==> config.mk <==
export PLATFORM = sky130hd
export DESIGN_NAME = jtag_reg_bridge
export DESIGN_NICKNAME = d
export VERILOG_FILES = /design/src/rtl/jrb_pkg.sv /design/src/rtl/jrb_shifter.sv /design/src/rtl/jrb_decode.sv /design/src/rtl/jrb_fifo.sv /design/src/rtl/jrb_regfile.sv /design/src/rtl/jtag_reg_bridge.sv
export SDC_FILE = /design/constraint.sdc
export NUM_CORES = 1
export LEC_CHECK = 0
export BUFFER_PORTS_ARGS = -buffer_cell sky130_fd_sc_hd__buf_2
export CAP_MARGIN = 5
export CORE_MARGIN = 3
export CORE_UTILIZATION = 32
export DETAILED_ROUTE_END_ITERATION = 10
export GPL_TIMING_DRIVEN = 0
export SETUP_SLACK_MARGIN = 0.3
export SYNTH_ARGS = -nofsm -noshare
export SYNTH_HDL_FRONTEND = slang
export SYNTH_HIERARCHICAL = 1
export SYNTH_SLANG_ARGS = --single-unit
==> constraint.sdc <==
create_clock -name clk -period 4.9 [get_ports clk]
set_clock_uncertainty 0.05 [all_clocks]
set_input_delay 0.49 -clock clk [delete_from_list [all_inputs] [get_ports clk]]
set_output_delay 0.49 -clock clk [all_outputs]
set_load 0.03 [all_outputs]
==> src/rtl/jrb_pkg.sv <==
package jrb_pkg;
  localparam int DATA_W      = 32;
  localparam int ADDR_W      = 4;
  localparam int WR_LEN      = DATA_W + ADDR_W + 2;
  localparam int RD_LEN      = ADDR_W + 2;
  localparam int CNT_W       = 6;
  localparam int NUM_STATE   = 8;
  localparam int NUM_MSG     = 3;
  localparam int NUM_WORK    = NUM_STATE + NUM_MSG;
  localparam int ADDR_JOB    = NUM_WORK;
  localparam int ADDR_FREQ   = 13;
  localparam int ADDR_POP    = 14;

  typedef struct packed {
    logic              wr;
    logic              rd;
    logic [ADDR_W-1:0] addr;
    logic [DATA_W-1:0] data;
  } req_t;
endpackage

==> src/rtl/jrb_shifter.sv <==
module jrb_shifter
  import jrb_pkg::*;
(
  input  logic              clk,
  input  logic              rst_n,
  input  logic              capture_i,
  input  logic              shift_i,
  input  logic              update_i,
  input  logic              tdi_i,
  input  logic [DATA_W-1:0] load_i,
  output logic [WR_LEN-1:0] sr_o,
  output logic [CNT_W-1:0]  cnt_o,
  output logic              tdo_o
);
  localparam logic [CNT_W-1:0] CNT_MAX = '1;

  logic [WR_LEN-1:0] sr_q, sr_n;
  logic [CNT_W-1:0]  cnt_q, cnt_n;
  logic              sr_en;

  always_comb begin
    sr_en = capture_i | shift_i;
    sr_n  = sr_q;
    cnt_n = cnt_q;
    if (capture_i) begin
      sr_n  = {{(WR_LEN-DATA_W){1'b0}}, load_i};
      cnt_n = '0;
    end else if (shift_i) begin
      sr_n  = {tdi_i, sr_q[WR_LEN-1:1]};
      cnt_n = (cnt_q == CNT_MAX) ? cnt_q : cnt_q + 1'b1;
    end
  end

  always_ff @(posedge clk or negedge rst_n) begin
    if (!rst_n) begin
      sr_q  <= '0;
      cnt_q <= '0;
    end else if (sr_en) begin
      sr_q  <= sr_n;
      cnt_q <= cnt_n;
    end
  end

  assign sr_o  = sr_q;
  assign cnt_o = cnt_q;
  assign tdo_o = sr_q[0];


  tap_strobe_chk: assert property (@(posedge clk) disable iff (!rst_n)
    $onehot0({capture_i, shift_i, update_i}));
endmodule

==> src/rtl/jrb_decode.sv <==
module jrb_decode
  import jrb_pkg::*;
(
  input  logic              update_i,
  input  logic [WR_LEN-1:0] sr_i,
  input  logic [CNT_W-1:0]  cnt_i,
  output req_t              req_o
);
  localparam int FLAG_BIT = DATA_W + ADDR_W;
  localparam int RD_LSB   = WR_LEN - RD_LEN;

  logic              len_wr, len_rd, par_wr, par_rd;
  logic [RD_LEN-1:0] rd_frame;

  always_comb begin
    rd_frame = sr_i[WR_LEN-1:RD_LSB];
    len_wr   = (cnt_i == CNT_W'(WR_LEN));
    len_rd   = (cnt_i == CNT_W'(RD_LEN));
    par_wr   = ^sr_i;
    par_rd   = ^rd_frame;
    req_o    = '0;
    if (update_i && len_wr && par_wr && sr_i[FLAG_BIT]) begin
      req_o.wr   = 1'b1;
      req_o.addr = sr_i[FLAG_BIT-1:DATA_W];
      req_o.data = sr_i[DATA_W-1:0];
    end else if (update_i && len_rd && par_rd && !rd_frame[ADDR_W]) begin
      req_o.rd   = 1'b1;
      req_o.addr = rd_frame[ADDR_W-1:0];
    end
  end
endmodule

==> src/rtl/jrb_fifo.sv <==
module jrb_fifo #(
  parameter int W     = 32,
  parameter int DEPTH = 16
) (
  input  logic         clk,
  input  logic         rst_n,
  input  logic         push_i,
  input  logic [W-1:0] data_i,
  input  logic         pop_i,
  output logic [W-1:0] head_o,
  output logic         empty_o,
  output logic         ovf_o
);
  localparam int PTR_W = (DEPTH > 1) ? $clog2(DEPTH) : 1;
  localparam int CNT_W = $clog2(DEPTH + 1);
  localparam logic [PTR_W-1:0] PTR_LAST = PTR_W'(DEPTH - 1);

  logic [W-1:0]     mem_q [DEPTH];
  logic [PTR_W-1:0] wp_q, wp_n, rp_q, rp_n;
  logic [CNT_W-1:0] cnt_q, cnt_n;
  logic             ovf_q, ovf_n, full, do_push, do_pop;

  always_comb begin
    full    = (cnt_q == CNT_W'(DEPTH));
    do_push = push_i && !full;
    do_pop  = pop_i && (cnt_q != '0);
    wp_n    = do_push ? ((wp_q == PTR_LAST) ? '0 : wp_q + 1'b1) : wp_q;
    rp_n    = do_pop  ? ((rp_q == PTR_LAST) ? '0 : rp_q + 1'b1) : rp_q;
    cnt_n   = cnt_q;
    if (do_push && !do_pop) cnt_n = cnt_q + 1'b1;
    if (do_pop && !do_push) cnt_n = cnt_q - 1'b1;
    ovf_n   = ovf_q | (push_i && full);
  end

  always_ff @(posedge clk or negedge rst_n) begin
    if (!rst_n) begin
      wp_q  <= '0;
      rp_q  <= '0;
      cnt_q <= '0;
      ovf_q <= 1'b0;
    end else begin
      wp_q  <= wp_n;
      rp_q  <= rp_n;
      cnt_q <= cnt_n;
      ovf_q <= ovf_n;
    end
  end

  always_ff @(posedge clk) begin
    if (do_push) mem_q[wp_q] <= data_i;
  end

  assign head_o  = mem_q[rp_q];
  assign empty_o = (cnt_q == '0);
  assign ovf_o   = ovf_q;


  fifo_bound_chk: assert property (@(posedge clk) disable iff (!rst_n)
    cnt_q <= CNT_W'(DEPTH));

  ovf_sticky_chk: assert property (@(posedge clk) disable iff (!rst_n)
    ovf_o |=> ovf_o);

  empty_pop_chk: assert property (@(posedge clk) disable iff (!rst_n)
    (pop_i && empty_o && !push_i) |=> empty_o);
endmodule

==> src/rtl/jrb_regfile.sv <==
module jrb_regfile
  import jrb_pkg::*;
(
  input  logic                             clk,
  input  logic                             rst_n,
  input  req_t                             req_i,
  input  logic [DATA_W-1:0]                head_i,
  input  logic                             empty_i,
  output logic                             pop_o,
  output logic [DATA_W-1:0]                rd_data_o,
  output logic [NUM_WORK-1:0][DATA_W-1:0]  work_o,
  output logic [DATA_W-1:0]                freq_o,
  output logic                             job_o
);
  logic [NUM_WORK-1:0][DATA_W-1:0] work_q;
  logic [NUM_WORK-1:0]             work_we;
  logic [DATA_W-1:0]               freq_q, rd_q, rd_n;
  logic                            freq_we, rd_en, job_q, job_n;

  always_comb begin
    for (int i = 0; i < NUM_WORK; i++)
      work_we[i] = req_i.wr && (req_i.addr == ADDR_W'(i + 1));
    freq_we = req_i.wr && (req_i.addr == ADDR_W'(ADDR_FREQ));
    job_n   = req_i.wr && (req_i.addr == ADDR_W'(ADDR_JOB));
    pop_o   = req_i.rd && (req_i.addr == ADDR_W'(ADDR_POP)) && !empty_i;
    rd_en   = req_i.rd;
    rd_n    = '0;
    for (int i = 0; i < NUM_WORK; i++)
      if (req_i.addr == ADDR_W'(i + 1)) rd_n = work_q[i];
    if (req_i.addr == ADDR_W'(ADDR_FREQ)) rd_n = freq_q;
    if (req_i.addr == ADDR_W'(ADDR_POP))  rd_n = empty_i ? '1 : head_i;
  end

  for (genvar g = 0; g < NUM_WORK; g++) begin : g_word
    always_ff @(posedge clk or negedge rst_n) begin
      if (!rst_n)          work_q[g] <= '0;
      else if (work_we[g]) work_q[g] <= req_i.data;
    end
  end

  always_ff @(posedge clk or negedge rst_n) begin
    if (!rst_n) begin
      freq_q <= '0;
      rd_q   <= '0;
      job_q  <= 1'b0;
    end else begin
      if (freq_we) freq_q <= req_i.data;
      if (rd_en)   rd_q   <= rd_n;
      job_q <= job_n;
    end
  end

  assign work_o    = work_q;
  assign freq_o    = freq_q;
  assign rd_data_o = rd_q;
  assign job_o     = job_q;


  job_single_chk: assert property (@(posedge clk) disable iff (!rst_n)
    job_o |=> !job_o);

  freq_hold_chk: assert property (@(posedge clk) disable iff (!rst_n)
    !(req_i.wr && req_i.addr == ADDR_W'(ADDR_FREQ)) |=> $stable(freq_o));

  rd_hold_chk: assert property (@(posedge clk) disable iff (!rst_n)
    !req_i.rd |=> $stable(rd_data_o));
endmodule

==> src/rtl/jtag_reg_bridge.sv <==
module jtag_reg_bridge
  import jrb_pkg::*;
(
  input  logic                            clk,
  input  logic                            rst_n,
  input  logic                            tap_capture_i,
  input  logic                            tap_shift_i,
  input  logic                            tap_update_i,
  input  logic                            tdi_i,
  output logic                            tdo_o,
  input  logic                            nonce_valid_i,
  input  logic [DATA_W-1:0]               nonce_i,
  output logic [NUM_WORK-1:0][DATA_W-1:0] work_words_o,
  output logic [DATA_W-1:0]               freq_mhz_o,
  output logic                            job_start_o,
  output logic                            nonce_ovf_o
);
  localparam int FIFO_DEPTH = 16;

  logic [WR_LEN-1:0] sr;
  logic [CNT_W-1:0]  cnt;
  logic [DATA_W-1:0] rd_data, head;
  logic              empty, pop;
  req_t              req;

  jrb_shifter u_shift (
    .clk(clk), .rst_n(rst_n), .capture_i(tap_capture_i), .shift_i(tap_shift_i),
    .update_i(tap_update_i), .tdi_i(tdi_i), .load_i(rd_data), .sr_o(sr),
    .cnt_o(cnt), .tdo_o(tdo_o));

  jrb_decode u_dec (
    .update_i(tap_update_i), .sr_i(sr), .cnt_i(cnt), .req_o(req));

  jrb_regfile u_regs (
    .clk(clk), .rst_n(rst_n), .req_i(req), .head_i(head), .empty_i(empty),
    .pop_o(pop), .rd_data_o(rd_data), .work_o(work_words_o),
    .freq_o(freq_mhz_o), .job_o(job_start_o));

  jrb_fifo #(.W(DATA_W), .DEPTH(FIFO_DEPTH)) u_fifo (
    .clk(clk), .rst_n(rst_n), .push_i(nonce_valid_i), .data_i(nonce_i),
    .pop_i(pop), .head_o(head), .empty_o(empty), .ovf_o(nonce_ovf_o));
endmodule

# Word level (Yosys, flattened, before mapping)
# Memories as Yosys holds them, arrays and structs flattened.
# Index checks and enable logic that the tools add are counted.
dict set report op_classes {
  addsub 5
  eq_ne 20
  mux 30
  n_bitwise 2
  n_reduce_logical 38
}
# cell count
set op_table {}
lappend op_table {{$mux W32} 15}
lappend op_table {{$mux W38} 2}
lappend op_table {{$reduce_xor A38 Y1} 1}
lappend op_table {{$eq A4 B4 Y1 const B} 8}
lappend op_table {{$logic_and A1 B1 Y1} 25}
lappend op_table {{$mux W6} 3}
lappend op_table {{$eq A4 B3 Y1 const B} 4}
lappend op_table {{$mux W5} 3}
lappend op_table {{$eq A6 B6 Y1 const B} 2}
lappend op_table {{$mux W4} 3}
lappend op_table {{$add A4 B1 Y4 const B} 2}
lappend op_table {{$eq A4 B2 Y1 const B} 2}
lappend op_table {{$add A6 B1 Y6 const B} 1}
lappend op_table {{$eq A6 B3 Y1 const B} 1}
lappend op_table {{$reduce_xor A6 Y1} 1}
lappend op_table {{$add A5 B1 Y5 const B} 1}
lappend op_table {{$eq A5 B5 Y1 const B} 1}
lappend op_table {{$logic_not A1 Y1} 5}
lappend op_table {{$logic_not A5 Y1} 1}
lappend op_table {{$reduce_bool A5 Y1} 1}
lappend op_table {{$sub A5 B1 Y5 const B} 1}
lappend op_table {{$eq A4 B1 Y1 const B} 1}
lappend op_table {{$mux W1} 4}
lappend op_table {{$reduce_bool A2 Y1} 2}
lappend op_table {{4 further kinds} 5}
dict set report word_totals {
  regBits 475
  ramBits 512
  inputBits 39
  output_inout_bits 387
  elab_cells 116
  mem_count 1
}
# name depth width rd rd_clocked_by_memory_dff write_ports line_no
set memory_table {}
lappend memory_table {u_fifo.mem_q 16 32 1 0 1 jrb_fifo.sv:18} ;# logic [W-1:0] mem_q [DEPTH];

# Longest topological paths before layout
dict set report logic_depth {
  ltp_word 20
  mapped_depth 25
  ltp_nobuf 19
}

# Modules after synthesis
# The synthesis kept the hierarchy.
# mod n_inst cells_each area_each_um2 seq_area_each_um2
set by_module_without_submodules {}
lappend by_module_without_submodules {jrb_fifo 1 893 20046.7 15725.1}
lappend by_module_without_submodules {jrb_regfile 1 1600 19710.2 10435.0}
lappend by_module_without_submodules {jrb_shifter 1 195 2088.3 1101.1}
lappend by_module_without_submodules {jrb_decode 1 81 658.1 0.0}

# Worst setup path before layout
# OpenSTA, ideal clock, no wires.
dict set report synth_path {
  kind {reg-to-reg}
  from {reg u_shift.sr_q[36] (netlist: u_shift/sr_o[36])}
  to {reg u_fifo.cnt_q[4]}
  setup_ns 0.142
  t_arrival_ns 4.471
  slack_ns 0.237
  stages_incl_launch_ff 24
  synth_period_minus_slack_ns 4.663
  cell_sequence {dfrtp_1 xnor2_1 xnor2_1 xnor2_1 xnor3_1 xnor2_1 nor3_4 buf_6 o21a_1 buf_6 and4b_1 buf_2 nand2b_1 buf_4 buf_2 nor2_1 o21ai_2 inv_2 ha_1 ha_1 nor2b_1 o21a_1 o311ai_1 o311ai_1}
}
# item line_no
set synth_lines {}
lappend synth_lines {{start, declared} jrb_shifter.sv:17} ;# logic [WR_LEN-1:0] sr_q, sr_n;
lappend synth_lines {{start signal, assigned} jrb_shifter.sv:39} ;# sr_q <= sr_n;
lappend synth_lines {{end signal, assigned} jrb_fifo.sv:44} ;# cnt_q <= cnt_n;
lappend synth_lines {{end, declared} jrb_fifo.sv:20} ;# logic [CNT_W-1:0] cnt_q, cnt_n;

==> flow_summary.yaml <==
cts:
  worst_skew_pair.late_latency_ps: 700
  numCtsBuffers: 101
  clk_pin_slew_ps: 60
  cts.htree.levels: 3
  root_buffer: "clkbuf_16"
  cts.sink_count: 987
  cts_buffer_depth: 3
  cts_tree: "yes"
power:
  total_leakage_power_nw: 21.4
  power_mw: 18.5
  power_density_nw_per_um2: 360
  vdd_drop_max_uv: 281
timing:
  max_freq_mhz: 214
  hold_ws_ps: 80.8
  max_slew.worst_pin.slew_ps: 1190
  setup_viol: 0
  rsz0062_at_grt: "yes"
  fin_crit_ps: 4660
  finalHoldViolCount: 0
  slew_headroom_pct: 21.0
  drv_slew: 0
  fin_tns_setup_ps: 0
  post-route-period-util_pct: 95.2
setup_path:
  worstPathCellList: "nor4bb_1 -> nand3b_1 -> nor4_1 -> clkbuf_1 -> clkinv_1 -> nor2_4 -> o21ai_4 -> inv_4 -> ha_4 -> ha_4 -> nor2b_2 -> o21a_1 -> o311ai_2 -> o311ai_1"
  critPathSlowestCell: "clkinv_1"
  path_max_fanout: 10
  cp_common_cell: "ha_4"
  endpoint_kind: "register"
  setup.worst_path.class: "register to register"
  max_stage_delay_ps: 670
  path_buf_inv: 3
  critPathRequiredTime_ps: 5420
  worst_setup_path_start_kind: "register"
  path_delay_family: "simple AND/OR/NAND/NOR gates"
  cp.arrival_ps: 5180
global_route:
  gr-total-overflow: 0
  grt_max_degree: 95
  first_global_vias: 28200
  antenna_found_initial: 22
  grt_pass1_wl_mm: 229
  grtUsageTotal_pct: 23.8
logic_synthesis:
  synth_top_family_by_area: "multiplexers"
  synth_compound_area_share_pct: 8.06
  post_synth_xor_area_fraction_pct: 0.877
  synth_warnings: 6
  synth.ff_latch_count: 987
  syn-num-nets: 2819
  muxShareOfSynthArea_pct: 19.4
  synthFlopType: "edfxtp_1"
  async_flop_share_pct: 48.1
  postSynthCellCount: 2769
  ys_seq_area_share_pct: 64.1
  synth_edf_count: 512
  postSynthAreaPerCell_um2: 15.3
  syn-cell-area_um2: 42500
  synthAdderAreaFrac_pct: 0.341
  yosysUniqueCellTypes: 90
  synthSimpleGateAreaFrac_pct: 4.22
route:
  routed_via_density: 5.54
  drc: 0
  drt_first_pass_iters: 8
  detail-route-antenna-nets: 0
  drt_iter0_markers: 3426
  dr_total_vias: 28800
  wire_per_inst_um: 32.3
  wl_mm: 168
die:
  die_x_um: 370
  start_util_pct: 32.3
  dieArea_um2: 137000
  core-area_um2: 132000
  rows: 133
  die-height_um: 370
  ios: 426
finish:
  final_area_um2: 51400
  drive_gt1_share_pct: 38.9
  area_growth_pct: 21.0
  fin_nets: 3412
  final_cell_mix: "edfxtp_1, buf_2, dfrtp_1"
  final_common_cell: "edfxtp_1"
place:
  placed_area_um2: 47600
  dp_hpwl_mm: 125
  portBuffers: 424
  place.gp.congestion: 0.977
run:
  drv_cap: 0
outcome:
  status: "completed"
worst_hold_path:
  min_path_type: "primary input to register"
logic make-up after synthesis:
family                   count (synthesis)
adder cells (fa/ha/maj)                 11
AO/OA/AOI/OAI                          495
multiplexers                           611
AND/OR/NAND/NOR                        375
buffers and inverters                  249
flip-flops                             987
XOR/XNOR                                41
synth_stat cells, drive strengths merged, types with 7 or more instances:
cell type	n	area (µm²)
o21ai	113	569
mux2i	71	711
o21a	22	165
o211ai	23	173
a31o	7	61.3
nand3	11	70.1
mux4	128	2880
dfrtp	475	11900
o32ai	7	61.3
a22oi	90	676
a221oi	9	85.1
nor2b	14	87.6
ha	10	125
o221a	7	78.8
inv	27	101
nor2	109	422
nand2b	10	62.6
o22ai	27	169
a21o	16	120
nand2	139	524
and2	35	234
nor3	18	101
buf	128	805
a211oi	12	90.1
edfxtp	512	15400
xnor2	35	307
o221ai	27	236
clkbuf	92	357
and3	9	57.6
mux2	412	4640
a21oi	78	390
a2111oi	12	149
repair_timing:
action                                 4_1_cts  5_1_grt
resized for setup                           28       35
setup endpoints to repair                  261       68
endpoints found under the hold margin       55        0
gates cloned                                 0        1
buffers inserted                            13       16
pin swaps                                    9       15
hold buffers                                 2        0
final timing paths:
path                             startpoint                end  slack [ps]  cells after the start
setup / recovery           u_shift/cnt_o[4]    u_fifo/cnt_q[4]         240                     14
hold / removal                        tdi_i   u_shift/sr_o[37]          80                      3
setup reg to reg           u_shift/cnt_o[4]    u_fifo/cnt_q[4]         240                     14
hold reg to reg                u_fifo/ovf_o       u_fifo/ovf_o         420                      1
max in group asynchronous             rst_n    u_fifo/cnt_q[2]        3230                      4
min in group asynchronous             rst_n  u_regs/work_o[61]         260                      2
worst register-to-register path: cells and delay by family (launching register included):
family	cells	cell delay, ps
flops	1	450
compound gates	4	680
simple gates	5	1710
buf+inv	3	1250
fa+ha+maj	2	400
state kept, by name, indices dropped and copies added, names as in the netlist:
register          flops
u_fifo/rp_q           4
u_shift/cnt_o         6
u_fifo/wp_q           4
u_regs/work_o       352
u_regs/freq_o        32
u_regs/rd_data_o     32
u_regs/job_o          1
u_fifo/mem_q        512
u_shift/sr_o         38
u_fifo/ovf_o          1
u_fifo/cnt_q          5
layer usage:
metal / vias to the layer above / wire (µm) / GRT usage, % / part of all wire (%)
li1: 11900 / - / - / -
met1: 15000 / 64400 / 29.8 / 38
met2: 1600 / 75700 / 37.0 / 45
met3: 396 / 20300 / 9.68 / 12
met4: 12 / 7780 / 9.09 / 4.6
met5: - / 74 / 0 / 0.044
final cells by class:
class | instances | area [µm²]
multi-input cells | 1533 | 14300
fillers | 12400 | 80200
diodes | 8 | 20.0
flip-flops and latches | 987 | 27300
clock buffers | 139 | 2840
clock inverters | 48 | 497
plain buffers | 220 | 1210
well taps | 1755 | 2200
repair buffers | 490 | 3010
inverters | 29 | 113
per-stage QoR:
step                utilization, %  worst slack [ps]  cells
floorplan                        -               306   2769
CTS                           38.9               195   5184
detailed placement            36.1              -845   4982
global route                  39.1               122   5202
global placement              35.6             -6950   4948
finish                        39.1               235   5209
power breakdown:
part	switching [mW]	internal (mW)
clock	3.33	4.53
combinational	0.872	0.457
sequential	0.139	9.19
No activity file was read; power rests on OpenSTA's default activity.
